<file path="src/rtl/twi_regfile_slave.sv">
module twi_regfile_slave #(
  parameter logic [6:0] DEV_ADDR = 7'b0110110,
  parameter int         NBYTES   = 16
) (
  input  logic clk,
  input  logic rst_n,
  input  logic scl_in,
  input  logic sda_in,
  output logic sda_oe
);
  localparam int PW = $clog2(NBYTES);

  typedef enum logic [2:0] {ST_IDLE, ST_ADDR, ST_AACK, ST_RX, ST_RACK, ST_TX, ST_MACK} st_t;

  st_t           state;
  logic [1:0]    scl_m, sda_m;
  logic          scl_q, sda_q;
  logic [3:0]    cnt;
  logic [7:0]    sh;
  logic          rw, first, macked;
  logic [PW-1:0] ptr;
  logic [7:0]    mem [NBYTES];

  logic scl_s, sda_s, scl_rise, scl_fall, start, stop, byte_end;
  assign scl_s    = scl_m[1];
  assign sda_s    = sda_m[1];
  assign scl_rise = scl_s & ~scl_q;
  assign scl_fall = ~scl_s & scl_q;
  assign start    = scl_s & scl_q & sda_q & ~sda_s;
  assign stop     = scl_s & scl_q & ~sda_q & sda_s;
  assign byte_end = scl_fall && cnt == 4'd8;

  always_ff @(posedge clk or negedge rst_n) begin
    if (!rst_n) begin
      scl_m  <= 2'b11;
      sda_m  <= 2'b11;
      scl_q  <= 1'b1;
      sda_q  <= 1'b1;
      state  <= ST_IDLE;
      cnt    <= '0;
      sh     <= '0;
      rw     <= 1'b0;
      first  <= 1'b0;
      macked <= 1'b0;
      ptr    <= '0;
      sda_oe <= 1'b0;
      for (int i = 0; i < NBYTES; i++) mem[i] <= '0;
    end else begin
      scl_m <= {scl_m[0], scl_in};
      sda_m <= {sda_m[0], sda_in};
      scl_q <= scl_s;
      sda_q <= sda_s;
      if (start) begin
        state  <= ST_ADDR;
        cnt    <= '0;
        first  <= 1'b1;
        sda_oe <= 1'b0;
      end else if (stop) begin
        state  <= ST_IDLE;
        sda_oe <= 1'b0;
      end else begin
        case (state)
          ST_ADDR: begin
            if (scl_rise) begin
              sh  <= {sh[6:0], sda_s};
              cnt <= cnt + 4'd1;
            end else if (byte_end) begin
              cnt <= '0;
              if (sh[7:1] == DEV_ADDR) begin
                rw     <= sh[0];
                sda_oe <= 1'b1;
                state  <= ST_AACK;
              end else begin
                state <= ST_IDLE;
              end
            end
          end
          ST_AACK: begin
            if (scl_fall) begin
              cnt <= '0;
              if (rw) begin
                sh     <= mem[ptr];
                sda_oe <= ~mem[ptr][7];
                state  <= ST_TX;
              end else begin
                sda_oe <= 1'b0;
                state  <= ST_RX;
              end
            end
          end
          ST_RX: begin
            if (scl_rise) begin
              sh  <= {sh[6:0], sda_s};
              cnt <= cnt + 4'd1;
            end else if (byte_end) begin
              cnt    <= '0;
              sda_oe <= 1'b1;
              state  <= ST_RACK;
              if (first) begin
                ptr   <= sh[PW-1:0];
                first <= 1'b0;
              end else begin
                mem[ptr] <= sh;
                ptr      <= ptr + 1'b1;
              end
            end
          end
          ST_RACK: begin
            if (scl_fall) begin
              sda_oe <= 1'b0;
              state  <= ST_RX;
            end
          end
          ST_TX: begin
            if (scl_rise) begin
              cnt <= cnt + 4'd1;
            end else if (byte_end) begin
              sda_oe <= 1'b0;
              ptr    <= ptr + 1'b1;
              state  <= ST_MACK;
            end else if (scl_fall) begin
              sh     <= {sh[6:0], 1'b0};
              sda_oe <= ~sh[6];
            end
          end
          ST_MACK: begin
            if (scl_rise) begin
              macked <= ~sda_s;
            end else if (scl_fall) begin
              cnt <= '0;
              if (macked) begin
                sh     <= mem[ptr];
                sda_oe <= ~mem[ptr][7];
                state  <= ST_TX;
              end else begin
                state <= ST_IDLE;
              end
            end
          end
          default: ;
        endcase
      end
    end
  end

  a_r8_oe_quiet_scl_high: assert property (@(posedge clk) disable iff (!rst_n)
    $past(scl_s) |-> $stable(sda_oe));

  a_r3_no_drive_unaddressed: assert property (@(posedge clk) disable iff (!rst_n)
    (state == ST_IDLE || state == ST_ADDR) |-> !sda_oe);

  a_r2_stop_to_idle: assert property (@(posedge clk) disable iff (!rst_n)
    stop |=> state == ST_IDLE && !sda_oe);

  a_r7_restart_addr: assert property (@(posedge clk) disable iff (!rst_n)
    start |=> state == ST_ADDR && cnt == 4'd0);

  a_r4_ack_rx_byte: assert property (@(posedge clk) disable iff (!rst_n)
    (state == ST_RX && byte_end) |=> sda_oe && state == ST_RACK);

  a_r6_ptr_step: assert property (@(posedge clk) disable iff (!rst_n)
    (state == ST_RX && byte_end && !first) |=> ptr == PW'($past(ptr) + 1'b1));
endmodule

</file>
<file path="config.mk">
export PLATFORM = sky130hd
export DESIGN_NAME = twi_regfile_slave
export DESIGN_NICKNAME = d
export VERILOG_FILES = /design/src/rtl/twi_regfile_slave.sv
export SDC_FILE = /design/constraint.sdc
export NUM_CORES = 1
export LEC_CHECK = 0
export BUFFER_PORTS_ARGS = -buffer_cell sky130_fd_sc_hd__buf_4
export CORE_ASPECT_RATIO = 0.6
export CORE_MARGIN = 2
export CORE_UTILIZATION = 57
export DETAILED_ROUTE_END_ITERATION = 6
export MAX_ROUTING_LAYER = met4
export PLACE_DENSITY_LB_ADDON = 0.12
export SLEW_MARGIN = 10
export SYNTH_ARGS = -nofsm -noshare
export SYNTH_HDL_FRONTEND = slang
export SYNTH_SLANG_ARGS = --single-unit
export TNS_END_PERCENT = 10
</file>
<file path="constraint.sdc">
create_clock -name clk -period 4.17 [get_ports clk]
set_clock_uncertainty 0.2 [all_clocks]
set_input_delay 0.417 -clock clk [delete_from_list [all_inputs] [get_ports clk]]
set_output_delay 0.417 -clock clk [all_outputs]
set_load 0.05 [all_outputs]
</file>
==> run summary <==
status - finished, final reports clean
Final min period - 2770 ps
remaining antenna violation count - 0
fin area - 0.00862 mm2
Fillers - 1053
Top Metal Used - met4
sequential cell area - 0.00394 mm2
endpoints failing hold - 0
Worst setup EP type - register
WL met2 - 8.23 mm
hpwl dp - 11.9 mm
warning count from the yosys run - 0
pre-CTS setup slack - 1320 ps
DRC Markers - 0
Starting Density - 0.579
Worst Path Max Fanout - 17
Num CTS Buffers - 17
area share of the largest cell type after synthesis - 0.480
Total Routing Usage GR - 0.280
Hold Crit Class - reg -> reg
Yosys top cell by area - dfrtp_1
Util after Layout - 0.634
worst endpoint required time - 4280 ps
synthesized flop and latch total - 157
Die X - 156 um
Pwr Density - 432 mW/mm2
MaxCap Viol Count - 0
vias - 4869
# diodes - 0
ys flop type - dfrtp_1
mapped cell area - 0.00787 mm2
post-route setup slack - 1400 ps
Iteration-0 DRC Markers - 496
PortBufs - 4
final total power - 3.73 mW
Post-Synthesis Net Count - 606
Post-synth EDFFs - 0
DRT met1 WL - 8.49 mm
clk buf depth - 2
Period Utilization, post-route - 0.664
critical path class - reg -> reg
share of cells above drive strength 1 - 0.339
Worst-path clk slew - 70 ps
placed cell count - 742
Clk Tree Root Cell - clkbuf_16
final setup vio count - 0
Post-DP Area - 0.00799 mm2
area of the multi-input gates - 0.00370 mm2
RSZ-0062 raised after global routing - false
Area Growth Syn to Fin - 9.58%
Die ar. - 0.0148 mm2
TritonCTS Sinks - 157
core region area - 0.0136 mm2
most frequent cells in the layout - dfrtp_1, mux2_2, mux2i_1
Peak VDD IR - 0.270 mV
CTS tree - done
Mean Syn Cell Area - 13.2 um2
post-synth cell types - 56
Pre-Repair DR Iteration Count - 5
Min Hold Slack - 157 ps
commonest non-fill, non-tap cell in the layout - dfrtp_1
Max Slew Vio Count - 0
top post-synthesis cells by area - dfrtp_1, mux2_2, mux2_4, mux4_2, mux2i_1
final net count - 599
metal3 WL - 1.21 mm
first-pass GRT wire length - 29.3 mm
Slew @ Worst Pin - 1100 ps
initial antenna violation count - 0
drt total wl - 18.2 mm
Critical Path AT - 2880 ps
CTS resizes - 0
largest net degree at the start of global routing - 108
CTS H-tree lvls - 4
gpl congestion - 0.993
Non-Filler Instances - 777
Clk Latency, worst-skew pair - 430 ps
setup TNS - 0 ps
Leak - 3.96 nW
grt ovf - 0
Ports - 5
Cells after Synth - 596
Peak Freq - 361 MHz
r2r setup slk - 1400 ps
sequential element share of the synthesized area - 0.500
Worst setup SP type - register
FP Rows - 33
die height - 95.0 um
vias in the first global route - 5116
asr flop ratio synth - 1.00
worst rel slew slack - 0.268
Avg WL per Cell - 23.5 um
DR vias/cell - 6.27
==> what timing repair did <==
action | CTS | global route
hold buffers | 3 | 0
buffers inserted | 0 | 0
hold endpoints to repair | 102 | 0
endpoints found under the setup margin | 0 | 0
==> layer usage <==
| metal | GRT usage | vias to the layer above |
|---|---|---|
| met1 | 0.390 | 2495 |
| li1 | - | 2182 |
| met5 | - | - |
| met2 | 0.407 | 163 |
| met4 | 0.0902 | 0 |
| met3 | 0.0698 | 29 |
==> layout make-up <==
type | instances | area share
clock buffer | 19 | 0.0514
clock inverter | 13 | 0.0179
inverter | 9 | 0.00392
multi-input combinational | 390 | 0.430
sequential | 157 | 0.457
tap | 175 | 0.0254
timing repair buffer | 14 | 0.0150
==> critical path, stage by stage, from the launching register on <==
cell and delay (ps):
dfrtp_1 700, buf_4 430, ha_1 210, nand2b_1 70
nor2_1 240, nand2_1 360, mux2_1 430
==> final timing paths <==
kind                           from       end  depth (start not counted)
min in group asynchronous     rst_n   mem[66]                          2
max reg2reg                  ptr[0]   mem[87]                          6
min reg2reg                sda_m[0]  sda_m[1]                          0
min                        sda_m[0]  sda_m[1]                          0
max in group asynchronous     rst_n     sh[1]                          3
max                          ptr[0]   mem[87]                          6
==> flip-flops by register name, summed over array words and instances, names as in the netlist, 2 cells and up <==
signal and cells:
sh 8, ptr 4, mem 128, sda_m 2, state 3, scl_m 2, cnt 4
==> cell families after synthesis <==
family	Yosys count	synth area share
xor gates and xnor gates	2	0.00223
buffers and inverters	49	0.0291
DFF	157	0.500
muxes	184	0.301
and+or+nand+nor	118	0.0891
AOI/OAI and AO/OA	80	0.0690
adders and majority gates	6	0.00954
==> synthesized netlist by cell type, drive strengths merged, types with 2 or more instances <==
| cell | number |
|---|---|
| dfrtp | 151 |
| mux2 | 131 |
| nor2 | 35 |
| mux2i | 34 |
| nand2 | 33 |
| clkbuf | 21 |
| buf | 19 |
| mux4 | 19 |
| o21ai | 17 |
| a22oi | 15 |
| a21oi | 14 |
| a31oi | 12 |
| nand3 | 10 |
| inv | 9 |
| nand2b | 8 |
| nor2b | 8 |
| dfstp | 6 |
| ha | 6 |
| nand3b | 4 |
| o31ai | 4 |
| or4 | 4 |
| a221oi | 3 |
| nor4b | 3 |
| a2111oi | 2 |
| and2 | 2 |
| and3 | 2 |
| nand4b | 2 |
| o21a | 2 |
| o22a | 2 |
| o22ai | 2 |
| o32ai | 2 |
| or2 | 2 |
| or4b | 2 |
==> where the power goes <==
part           internal [mW]  switching, mW  total, mW
clock                  0.911          0.658       1.57
sequential              1.57          0.278       1.85
combinational          0.118          0.190      0.309
total                   2.60           1.13       3.73
Power figures use the tool's default switching activity.
